$ cat config.mk
export PLATFORM = sky130hd
export DESIGN_NAME = oem_merge_stream
export DESIGN_NICKNAME = d
export VERILOG_FILES = /design/src/rtl/oem_pkg.sv /design/src/rtl/oem_cmp.sv /design/src/rtl/oem_col.sv /design/src/rtl/oem_merge.sv /design/src/rtl/oem_merge_stream.sv
export SDC_FILE = /design/constraint.sdc
export NUM_CORES = 1
export LEC_CHECK = 0
export BUFFER_PORTS_ARGS = -buffer_cell sky130_fd_sc_hd__buf_4
export CAP_MARGIN = 20
export CORE_MARGIN = 4
export CORE_UTILIZATION = 51
export DETAILED_ROUTE_END_ITERATION = 10
export PLACE_DENSITY = 0.86
export SYNTH_ARGS = -nofsm -noshare
export SYNTH_HDL_FRONTEND = slang
export SYNTH_SLANG_ARGS = --single-unit
export TNS_END_PERCENT = 10
$ cat constraint.sdc
create_clock -name vclk -period 19.35
set_input_delay 3.87 -clock vclk [all_inputs]
set_output_delay 3.87 -clock vclk [all_outputs]
set_load 0.005 [all_outputs]
$ cat src/rtl/oem_pkg.sv
package oem_pkg;
  // Default configuration: 8-bit keys, two lists of four (eight outputs).
  parameter int unsigned OEM_DEF_W = 8;
  parameter int unsigned OEM_DEF_M = 4;
endpackage

$ cat src/rtl/oem_cmp.sv
// Two-input compare-exchange: smaller value to lo, larger to hi.
// On a tie the a-side value is routed to lo.
module oem_cmp #(
  parameter int unsigned W = 8
) (
  input  logic [W-1:0] a,
  input  logic [W-1:0] b,
  output logic [W-1:0] lo,
  output logic [W-1:0] hi
);
  logic b_less;
  assign b_less = (b < a);
  assign lo = b_less ? b : a;
  assign hi = b_less ? a : b;
endmodule

$ cat src/rtl/oem_col.sv
// Final combine column of an (M,M) merger: u[0] and v[M-1] pass through,
// u[i] is compared with v[i-1] for i = 1..M-1.
module oem_col #(
  parameter int unsigned W = 8,
  parameter int unsigned M = 4
) (
  input  logic [M*W-1:0]   u,
  input  logic [M*W-1:0]   v,
  output logic [2*M*W-1:0] z
);
  localparam int unsigned LAST = 2*M - 1;

  assign z[0 +: W]      = u[0 +: W];
  assign z[LAST*W +: W] = v[(M-1)*W +: W];

  for (genvar i = 1; i < M; i++) begin : g_pair
    oem_cmp #(.W(W)) u_cmp (
      .a  (u[i*W +: W]),
      .b  (v[(i-1)*W +: W]),
      .lo (z[(2*i-1)*W +: W]),
      .hi (z[(2*i)*W +: W])
    );
  end
endmodule

$ cat src/rtl/oem_merge.sv
// Recursive (M,M) odd-even merger. M must be a power of two.
module oem_merge #(
  parameter int unsigned W = 8,
  parameter int unsigned M = 4
) (
  input  logic [M*W-1:0]   a,
  input  logic [M*W-1:0]   b,
  output logic [2*M*W-1:0] z
);
  if (M == 1) begin : g_base
    oem_cmp #(.W(W)) u_cmp (
      .a  (a),
      .b  (b),
      .lo (z[0 +: W]),
      .hi (z[W +: W])
    );
  end else begin : g_split
    localparam int unsigned H = M / 2;

    logic [H*W-1:0] a_odd, a_even, b_odd, b_even;
    logic [M*W-1:0] u_lst, v_lst;

    // Position 1,3,5.. (one-based) are the even zero-based slots.
    for (genvar k = 0; k < H; k++) begin : g_deal
      assign a_odd[k*W +: W]  = a[(2*k)*W +: W];
      assign a_even[k*W +: W] = a[(2*k+1)*W +: W];
      assign b_odd[k*W +: W]  = b[(2*k)*W +: W];
      assign b_even[k*W +: W] = b[(2*k+1)*W +: W];
    end

    oem_merge #(.W(W), .M(H)) u_odd (
      .a (a_odd),
      .b (b_odd),
      .z (u_lst)
    );

    oem_merge #(.W(W), .M(H)) u_even (
      .a (a_even),
      .b (b_even),
      .z (v_lst)
    );

    oem_col #(.W(W), .M(M)) u_col (
      .u (u_lst),
      .v (v_lst),
      .z (z)
    );
  end
endmodule

$ cat src/rtl/oem_merge_stream.sv
// Stream wrapper: zero-latency, zero-storage valid/ready around the network.
module oem_merge_stream #(
  parameter int unsigned W = oem_pkg::OEM_DEF_W,
  parameter int unsigned M = oem_pkg::OEM_DEF_M
) (
  input  logic             in_valid,
  output logic             in_ready,
  input  logic [M*W-1:0]   x_data,
  input  logic [M*W-1:0]   y_data,
  output logic             out_valid,
  input  logic             out_ready,
  output logic [2*M*W-1:0] z_data
);
  assign out_valid = in_valid;
  assign in_ready  = out_ready;

  oem_merge #(.W(W), .M(M)) u_net (
    .a (x_data),
    .b (y_data),
    .z (z_data)
  );
endmodule

==> flow_results.org, run 1 <==
** STA
- The number of hold violations in the final report is 0.
- At the pin with the least slew margin, the transition time is 1.08 ns.
- Fmax :: 69.5 MHz
- Slew Limit Headroom :: 28.2%
- Tcrit/Tclk final :: 74.4%
- The number of slew-limit violations in the final report was 0.
- The clock period could shrink to 14.39 ns.
- Setup violators final :: 0
- Final total negative setup slack :: 0 ns
- Setup repair after global routing left no endpoint under its margin.

** Global route
- Number of antenna violations at the first check in global routing :: 0
- Total grt overflow :: 0
- Entering global routing, the biggest net connects 25 pins.
- Number of global-route vias before repair :: 3444
- Global routing consumed, over all layers together, 23.2% of the routing resources.
- The first global-routing pass estimated about 15 mm of wire.

** Outcome
- The flow ran to the end, and the final reports show no timing, DRC or antenna violations.

** Min path
- The path with the worst hold slack has its endpoint at in_ready.
- Worst Hold Class :: in -> out
- Counting instances, the worst hold path has a depth of 0.
- Min-delay src :: out_ready

** Yosys
- Cell types with the highest counts after synthesis :: sky130_fd_sc_hd__inv_1, sky130_fd_sc_hd__ha_1, sky130_fd_sc_hd__mux2i_1
- Synthesis produced a netlist whose cell count is between 400 and 500.
- Synthesized-area fraction occupied by ao, oa, aoi and oai cells :: 20.6%
- When the netlist entered floorplanning its net count stood at between 500 and 600.
- In the post-synthesis netlist, the cell with the most instances is sky130_fd_sc_hd__inv_1.
- The synthesized design spends more area on one cell type than any other, namely sky130_fd_sc_hd__ha_1.
- In this run the biggest area consumer among cell types represents 22.9% of the synthesized area.
- Proportion of synthesized area in mux cells :: 36.0%
- After Yosys synthesis, full adders, half adders and majority gates account for 22.9% of the synthesized area.
- Mapped Avg Cell Area :: about 7.8 sq um
- Main combinational cell family by area after synthesis :: multiplexers
- The cell area that synthesis handed to floorplanning was 3380 sq um.
- Yosys mapped the design onto 47 distinct sky130hd cell types.
- Summing the areas of all xor and xnor instances in the mapped netlist gives 0% of the synthesized area.
- Yosys attributes the largest share of cell area to sky130_fd_sc_hd__ha_1, sky130_fd_sc_hd__mux2i_1, sky130_fd_sc_hd__mux2_2.
- Of the total synthesized cell area, the portion taken by AND, OR, NAND and NOR gates is under 10%.
- The Yosys step of the flow raised 0 warnings.
- Sequential share of the synthesized area :: 0%

** Floorplan
- In this run the core area contains 29 standard-cell rows.
- Die X-Extent :: roughly 89 um
- The initial utilization of the core area, before any placement, comes to 53.0%.
- Number of top-level pins :: 132
- The die covers 8000 sq um.
- The floorplan step defined a core boundary enclosing 6390 sq um.
- The floorplan step set the die height to 89.4 um.

** Finish
- Clk_buf instances :: 0
- The final layout contains a sequential cell count of 0.
- Share of cells above drive strength 1 :: 33.8%
- Antenna diodes :: 0
- Final core utilization :: 68.1%
- Register Area :: 0 sq um
- Post-route cell area :: 4350 sq um
- The area growth from synthesis to layout is 28.6%.
- After the last flow step, the layout net total stands at 675.

** Drt
- The final route contains between 3000 and 4000 vias.
- Vias per cell :: 5.70
- After detailed routing, the number of remaining DRC violations is 0.
- Dividing the detail-routed wire length by the instance count gives 15.7 um.
- The final layout contains routed wiring with a total length of approximately 10 mm.
- The detailed router finished its first iteration with 130 violations.
- For this run, the detailed router's first-pass iteration total came to 4.
- Remaining number of nets flagged by the antenna check after routing :: 0

** Setup path
- Worst Path Arrival :: 10.52 ns
- Setup CP Type :: in -> out
- Cell type with the highest occurrence count on the critical path :: sky130_fd_sc_hd__a21o_1
- Crit path required time :: 15.48 ns
- First element of the critical path :: x_data[23]
- Largest stage delay, worst path :: 0.92 ns
- Largest fanout on the critical path :: 24
- Kind of start point of the critical path :: input pin
- Buffers and inverters on the worst path :: 5
- Critical-path cell with the highest stage delay :: sky130_fd_sc_hd__o31ai_4
- Critical path capture point type :: output pin
- Cell family contributing the most delay on the critical path :: compound AO/OA/AOI/OAI gates
- Cell-by-cell trace of the critical path :: buf_4 > inv_1 > ha_1 > nand4_1 > o31ai_4 > mux2i_1 > inv_1 > ha_1 > a21o_1 > a21o_1 > a211oi_2 > and3b_1 > mux2i_1 > inv_1 > ha_1 > a21o_1 > a21o_1 > a211o_1 > o31ai_4 > mux2_2 > buf_4

** Clock tree
- Number of gates resized after cts :: 0
- Buffers inserted to repair hold after CTS numbered 0.
- Number of buffers inserted by post-CTS setup repair :: 0

** Pwr
- The analysis attributes to cell leakage a power of 2.46 nW.
- Cell area power density :: roughly 83 nW/um^2
- VDD sags by at most approximately 0.00006 V.

** Placed design
- Final HPWL from detailed placement :: 8.49 mm
- Placement Cell Area :: 4350 sq um
- Final RePlAce weighted congestion :: 0.923
- Count of buffers from port buffering :: 128

** Job
- Max-cap violations in this run came to 0.
==> final cells by class <==
type | instances | area [sq um]
Multi-Input combinational cell | 351 | 3040
Fill cell | 534 | 2040
Timing Repair Buffer | 129 | 968
Inverter | 65 | 244
Tap cell | 77 | 96.3
==> power breakdown <==
group	switching [mW]	internal, mW	total (mW)
logic	0.172	0.190	0.362
registers	0	0	0
clock network	0	0	0
==> layout by cell type, fill, tap and decap left out, drive strengths merged <==
cell type	netlist	layout
a211o	4	4
a31oi	2	2
nand2b	6	6
nor2b	1	1
o21ai	13	13
nor3	2	2
inv	65	65
a211oi	7	7
a22o	1	1
a221o	1	1
nor2	41	41
and2	1	1
a2111oi	1	1
o221ai	1	1
a21o	13	13
mux2	51	51
o2bb2ai	2	2
o211ai	2	2
ha	62	62
buf	11	129
a21oi	46	46
a2bb2oi	1	1
mux2i	62	62
nand3	3	3
or2	1	1
a2111o	1	1
and3b	1	1
o31ai	3	3
nand2	10	10
and4	1	1
o21a	4	4
nand4	7	7
==> per-layer routing <==
| metal | GRT usage (%) | routed length, um | up-vias |
|---|---|---|---|
| met4 | 2.17 | 66 | 0 |
| met2 | 44.3 | 4880 | 100 |
| met1 | 29.6 | 4280 | 1652 |
| met3 | 0.829 | 522 | 4 |
| li1 | - | - | 1789 |
| met5 | 0 | 0 | - |
==> cell families after synthesis <==
family | count (synthesis)
buffers and inverters | 82
AOI/OAI and AO/OA | 102
and+or+nand+nor | 74
adders and majority gates | 62
muxes | 113
==> per-stage QoR <==
stage | setup slack, ns | total power [mW] | cells | hold WS [ns]
final | 4.96 | 0.362 | 622 | 7.74
after global placement | 5.17 | 0.351 | 622 | 7.74
after global routing | 4.58 | 0.396 | 622 | 7.74
after detailed placement | 5.01 | 0.361 | 622 | 7.74
after floorplan | 6.35 | 0.229 | 433 | 7.82
after CTS | 4.98 | 0.363 | 622 | 7.74
==> worst max-delay path by stage <==
stage / end / slack [ns] / depth (start not counted)
global route: z_data[33] / 4.58 / 21
detailed placement: z_data[33] / 5.01 / 21
finish: z_data[33] / 4.96 / 21
floorplan: z_data[28] / 6.35 / 25
CTS: z_data[35] / 4.98 / 21
global placement: z_data[37] / 5.17 / 21
Note: power is estimated with default switching activity, not from simulation.
==> run 2: changes to the inputs <==
--- a/config.mk
+++ b/config.mk
@@ -8,9 +8,9 @@
 export BUFFER_PORTS_ARGS = -buffer_cell sky130_fd_sc_hd__buf_4
 export CAP_MARGIN = 20
 export CORE_MARGIN = 4
-export CORE_UTILIZATION = 51
+export CORE_UTILIZATION = 47
 export DETAILED_ROUTE_END_ITERATION = 10
-export PLACE_DENSITY = 0.86
+export PLACE_DENSITY = 0.84
 export SYNTH_ARGS = -nofsm -noshare
 export SYNTH_HDL_FRONTEND = slang
 export SYNTH_SLANG_ARGS = --single-unit
==> constraint.sdc (replaced) <==
create_clock -name vclk -period 12.5
set_input_delay 2.5 -clock vclk [all_inputs]
set_output_delay 2.5 -clock vclk [all_outputs]
set_load 0.005 [all_outputs]
==> run 2 against run 1 <==
  * Worst hold slack got worse by 2.7 ns
  * Wire length rose by 1.3%
  * Design area grew 0.72%
  * Core utilization fell by 4.7 points
  * Critical endpoint unchanged
  * Final cell count increased by 3.2%
  * Combinational power grew 57%
  * Critical path depth increased by 2
  * Die area is 7.7% higher
  * Setup slack worse by 3.8 ns
==> flow_results.org, run 2 (synthesized netlist as in run 1, its figures left out) <==
** Clock tree
- Number of hold-repair buffers added at the cts stage :: 0 (unchanged)
- The post-cts resize count was 0 (unchanged).
- The post-CTS setup-driven buffer insertion count is 0 (unchanged).

** Finish
- Register Area :: 0 sq um (unchanged)
- The share of layout cells above drive strength 1 is 33.9% (+0.12 points).
- Clk_buf instances :: 0 (unchanged)
- The filler cell count in the final layout is 614 (+15%).
- Number of sequential cells :: 0 (unchanged)
- Area added between synthesis and finish :: 29.5%
- Antenna diodes :: 0 (unchanged)
- In the layout the commonest cells are sky130_fd_sc_hd__buf_4, sky130_fd_sc_hd__inv_1, sky130_fd_sc_hd__ha_1.
- Final core utilization :: 63.4% (-4.7 points)
- Most common cell after layout, fill and taps aside :: sky130_fd_sc_hd__buf_4
- Count of nets after finishing :: 676 (+0.15%)
- The post-route standard cell area excluding fillers was 4380 sq um (+0.72%).

** Floorplan
- Total die area :: 8620 sq um (+7.7%)
- The standard-cell row count is 30 (+3.4%).
- The starting density of the core is 49.0% (-4.0 points).
- Die extent in y :: 92.8 um (+3.8%)
- Area of the core :: 6910 sq um (+8.2%)
- Die X-Extent :: 92.8 um (+3.8%)
- Number of top-level pins :: 132 (unchanged)

** Setup path
- Crit path required time :: 10.00 ns (-5.48 ns)
- Cell-by-cell trace of the critical path :: buf_4 > inv_1 > ha_1 > a21o_1 > a21o_1 > a21oi_1 > o21a_1 > nor2_1 > a21oi_1 > inv_1 > ha_1 > a21o_1 > a21oi_1 > o21ai_0 > a21oi_1 > buf_4 > mux2i_1 > ha_1 > a21o_1 > a211o_1 > o31ai_4 > mux2_2 > buf_4
- Critical-path cell with the highest stage delay :: sky130_fd_sc_hd__a21oi_1
- The number of buffers and inverters on the critical path is 5 (unchanged).
- Among cell families on the critical path, the largest total delay comes from compound AO/OA/AOI/OAI gates.
- Kind of start point of the critical path :: input pin
- The critical path in this run is classified as in -> out.
- Largest fanout on the critical path :: 24 (unchanged)
- Worst Path Arrival :: 8.89 ns (-1.63 ns)
- The highest cell delay on the worst timing path came to 0.72 ns (-0.20 ns).
- STA classifies the critical path endpoint as an output pin.

** Placed design
- The count of input and output buffers was 128 (unchanged).
- The global placement routability congestion came to 0.910 (-1.4%).
- Placement Cell Area :: 4380 sq um (+0.72%)
- The total half-perimeter wirelength after legalization and detailed placement came to 8.68 mm (+2.2%).
- Minimum setup slack after placement :: 1.15 ns (-3.86 ns)

** Global route
- The initial antenna violation count is 0 (unchanged).
- The wire length of the first global-routing pass came to 15.5 mm (+1.9%).
- Pin count of the biggest net entering global routing :: 25 (unchanged)
- The via count of the first global-routing pass came to 3504 (+1.7%).
- Global router's overall resource usage :: 21.2% (-1.9 points)
- The remaining global-route overflow came to 0 (unchanged).

** Drt
- Remaining number of nets flagged by the antenna check after routing :: 0 (unchanged)
- The wire length per cell after detailed routing came to 15.4 um (-1.8%).
- Count of routing violations after the opening detailed-route iteration :: 87 (-33%)
- The residual DRC count was 0 (unchanged).
- Number of detailed-routing iterations run before antenna repair :: 4 (unchanged)
- Vias per cell :: 5.50 (-3.4%)
- Wire length after detailed routing :: 9.88 mm (+1.3%)
- The number of vias in the routed layout is 3534 (-0.31%).

** STA
- Fmax :: 87.8 MHz
- Slew Limit Headroom :: 30.4% (+2.2 points)
- Number of endpoints with negative hold slack in the final report :: 0 (unchanged)
- The worst setup slack after layout came to 1.11 ns (-3.85 ns).
- Setup repair after global routing left no endpoint under its margin.
- Slew Limit Fails :: 0 (unchanged)
- In the finished design, the share of the clock period the worst path needs comes to 91.1%.
- Worst slew pin tran :: 1.04 ns (-0.0324 ns)
- The final count of negative-setup-slack endpoints is 0 (unchanged).
- The summed negative setup slack over all endpoints came to 0 ns (unchanged).
- Min Tclk post-route :: 11.39 ns

** Pwr
- Static Leakage :: 2.47 nW (+0.20%)
- Maximum ir drop on the vdd rail :: 0.0000490 V (-16%)
- Cell area power density :: 129 nW/um^2 (+55%)

** Job
- The number of max-cap violations came to 0 (unchanged).

** Outcome
- Result of the run :: finished clean

** Min path
- Worst Hold Class :: in -> out
run 2: changes by cell type in the layout (fill, tap and decap cells not counted), sizes merged:
cell,before,now
buf,129,130
run 2: per-stage QoR:
step	power [mW]	std cells	hold slack, ns
after global routing	0.617	642	5.00
after detailed placement	0.564	642	5.00
after floorplan	0.355	433	5.08
final	0.567	642	5.00
after CTS	0.567	642	5.00
after global placement	0.543	642	5.00
run 2: layout make-up:
class	count	area, sq um	share of cell area [%]
Multi-Input combinational cell	351	3040	69.4
Tap cell	96	120	2.74
Inverter	65	244	5.57
Timing Repair Buffer	130	976	22.3
run 2: path summary, 6_finish.rpt:
| check | from | cells past startpoint | to | slack, ns |
|---|---|---|---|---|
| max | x_data[29] | 23 | z_data[33] | 1.11 |
| min | in_valid | 0 | out_valid | 5.00 |
run 2: layer usage:
| metal | part of all wire, % | GRT usage (%) |
|---|---|---|
| met5 | 0 | 0 |
| met4 | 0.97 | 3.30 |
| met3 | 4.5 | 2.27 |
| met2 | 53 | 43.1 |
| met1 | 41 | 23.6 |
run 2: report_power, final:
part	internal, mW	switching, mW	leakage (nW)
combinational	0.295	0.272	2.47
sequential	0	0	0
clock	0	0	0
==> run 3: changes to the inputs <==
--- a/config.mk
+++ b/config.mk
@@ -5,6 +5,7 @@
 export SDC_FILE = /design/constraint.sdc
 export NUM_CORES = 1
 export LEC_CHECK = 0
+export ABC_CLOCK_PERIOD_IN_PS = 10200
 export BUFFER_PORTS_ARGS = -buffer_cell sky130_fd_sc_hd__buf_4
 export CAP_MARGIN = 20
 export CORE_MARGIN = 4
==> constraint.sdc (replaced) <==
create_clock -name vclk -period 10.2
set_input_delay 2.04 -clock vclk [all_inputs]
set_output_delay 2.04 -clock vclk [all_outputs]
set_load 0.005 [all_outputs]
==> run 3 against run 2 <==
  * Worst hold slack worse by 0.92 ns
  * Flip-flop and latch count stayed put
  * Total power is 25% higher
  * Wire length is 2.9% lower
  * Core utilization is 0.85 points higher
  * Combinational power is 25% higher
  * Final cell count is 0.93% higher
  * Sequential share of layout area stayed put
  * Critical path depth is 2 higher
  * Critical endpoint is now z_data[30]
==> flow_results.org, run 3 (synthesized netlist as in run 1, its figures left out) <==
** Setup path
- The highest cell delay on the worst timing path was 0.65 ns (-0.07 ns).
- Buffers and inverters on the worst path :: 7 (+2)
- Setup CP Type :: in -> out
- The total stage count of the critical path is 25 (+8.7%).
- Worst Path Arrival :: 7.72 ns (-1.17 ns)
- Crit path required time :: 8.16 ns (-1.84 ns)
- Cell family contributing the most delay on the critical path :: compound AO/OA/AOI/OAI gates
- Critical path capture point type :: output pin
- Largest fanout on the critical path :: 16 (-33%)
- Kind of start point of the critical path :: input pin
- Cell type with the highest occurrence count on the critical path :: sky130_fd_sc_hd__buf_4
- Critical-path cell with the highest stage delay :: sky130_fd_sc_hd__o31ai_4

** Finish
- The antenna diode count came to 0 (unchanged).
- The library cell used most frequently in the layout, excluding fill and tap cells, is sky130_fd_sc_hd__buf_4.
- Clk_buf instances :: 0 (unchanged)
- The filler cell count in the final layout came to 603 (-1.8%).
- The share of layout cells above drive strength 1 is 34.8% (+0.90 points).
- Post-layout instance count excluding filler cells :: 648 (+0.93%)
- From synthesis to final layout, the design area changed by 31.2%.
- Post-route cell area :: 4440 sq um (+1.3%)
- Count of nets after finishing :: 682 (+0.89%)
- Top library cells by usage in the layout, fill and taps aside :: sky130_fd_sc_hd__buf_4, sky130_fd_sc_hd__inv_1, sky130_fd_sc_hd__ha_1
- The total number of sequential cells is 0 (unchanged).
- The footprint of the flip-flops and latches came to 0 sq um (unchanged).

** Global route
- Global router's overall resource usage :: 21.5% (+0.24 points)
- The pin count of the biggest net entering global routing is 21 (-16%).
- Number of global-route vias before repair :: 3526 (+0.63%)
- Number of antenna violations at the first check in global routing :: 0 (unchanged)
- First-pass GRT wire length :: 15.7 mm (+1.6%)
- The remaining global-route overflow is 0 (unchanged).

** Pwr
- The sum of internal, switching and leakage power was 0.711 mW (+25%).
- Maximum ir drop on the vdd rail :: 0.0000633 V (+29%)
- The total power divided by cell area is 160 nW/um^2 (+24%).
- The total leakage power was 2.50 nW (+1.3%).

** Floorplan
- Initial cell density of the core :: 49.0% (unchanged)
- The area of the core region was 6910 sq um (unchanged).
- The top-level I/O count is 132 (unchanged).
- Die X-Extent :: 92.8 um (unchanged)
- Total die area :: 8620 sq um (unchanged)
- Num rows :: 30 (unchanged)
- The die boundary height was 92.8 um (unchanged).

** Outcome
- Result of the run :: finished clean

** Drt
- Count of routing violations after the opening detailed-route iteration :: 90 (+3.4%)
- Wire length after detailed routing :: 9.59 mm (-2.9%)
- The routed via count divided by cell count came to 5.43 (-1.3%).
- The residual DRC count is 0 (unchanged).
- The count of TritonRoute iterations in the first routing pass is 5 (+1).
- Via count :: 3521 (-0.37%)
- Wire per inst :: 14.8 um (-3.8%)
- The residual antenna-violating net count after detailed routing came to 0 (unchanged).

** Placed design
- The worst setup timing slack at the placement stage was 0.375 ns (-0.773 ns).
- The global placement routability congestion is 0.914 (+0.49%).
- Placement Cell Area :: 4420 sq um (+0.86%)
- The total half-perimeter wirelength after legalization and detailed placement came to 8.59 mm (-1.1%).
- The count of input and output buffers came to 128 (unchanged).
- Cell Count Post-Placement :: 647 (+0.78%)

** STA
- The final count of negative-setup-slack endpoints is 0 (unchanged).
- Slew Limit Fails :: 0 (unchanged)
- Setup repair after global routing left no endpoint under its margin.
- The worst max-slew margin expressed relative to the limit is 49.1% (+19 points).
- The smallest clock period supported by the final layout is computed as ~10 ns.
- Post-layout worst setup margin :: 0.443 ns (-0.665 ns)
- Number of endpoints with negative hold slack in the final report :: 0 (unchanged)
- The summed negative setup slack over all endpoints came to 0 ns (unchanged).
- Tcrit/Tclk final :: 95.7%
- The transition time at the pin with the least slew margin is 0.764 ns (-0.280 ns).
- Fmax :: roughly 100 MHz

** Job
- The number of max-cap violations was 0 (unchanged).

** Min path
- The path with the worst hold slack has its endpoint at out_valid.
- Cell depth of the worst hold path :: 0 (unchanged)
- The tightest min-delay check is of the in -> out type.
- Min-delay src :: in_valid
==> run 3: final cells by class <==
class	count	area (sq um)	area share (%)
inverters	65	244	5.50
multi-input cells	351	3040	68.5
well taps	96	120	2.71
repair buffers	136	1030	23.3
==> run 3: what timing repair did <==
| action | CTS | global route |
|---|---|---|
| hold buffers | 0 | 0 |
| endpoints found under the setup margin | 0 | 30 |
| gates resized for setup | 0 | 1 |
| buffers inserted | 0 | 1 |
==> run 3: where the power goes <==
group          internal (mW)  switching, mW
combinational          0.378          0.333
clock                      0              0
sequential                 0              0
total                  0.378          0.333
==> run 3: worst max-delay path by stage <==
stage               startpoint    endpoint  slack, ns
floorplan           x_data[23]  z_data[28]       0.86
global placement     x_data[7]  z_data[23]       0.52
detailed placement   x_data[7]  z_data[15]       0.37
CTS                  x_data[7]  z_data[15]       0.35
global route        x_data[29]  z_data[48]       0.02
finish              x_data[19]  z_data[30]       0.44
==> run 3: per-layer routing <==
metal / global-route usage, % / up-vias / part of all wire (%)
met5: 0 / - / 0
met4: 4.64 / 0 / 2.2
met3: 1.71 / 16 / 5.0
met2: 41.2 / 101 / 52
met1: 25.7 / 1595 / 41
li1: - / 1809 / -
==> run 3: per-stage QoR <==
step / utilization [%] / hold slack [ns]
3_5_place_dp: 63.9 / 4.08
3_3_place_gp: 63.9 / 4.08
6_report: 64.3 / 4.08
4_1_cts: 63.9 / 4.08
2_1_floorplan: - / 4.16
5_1_grt: 64.3 / 4.08
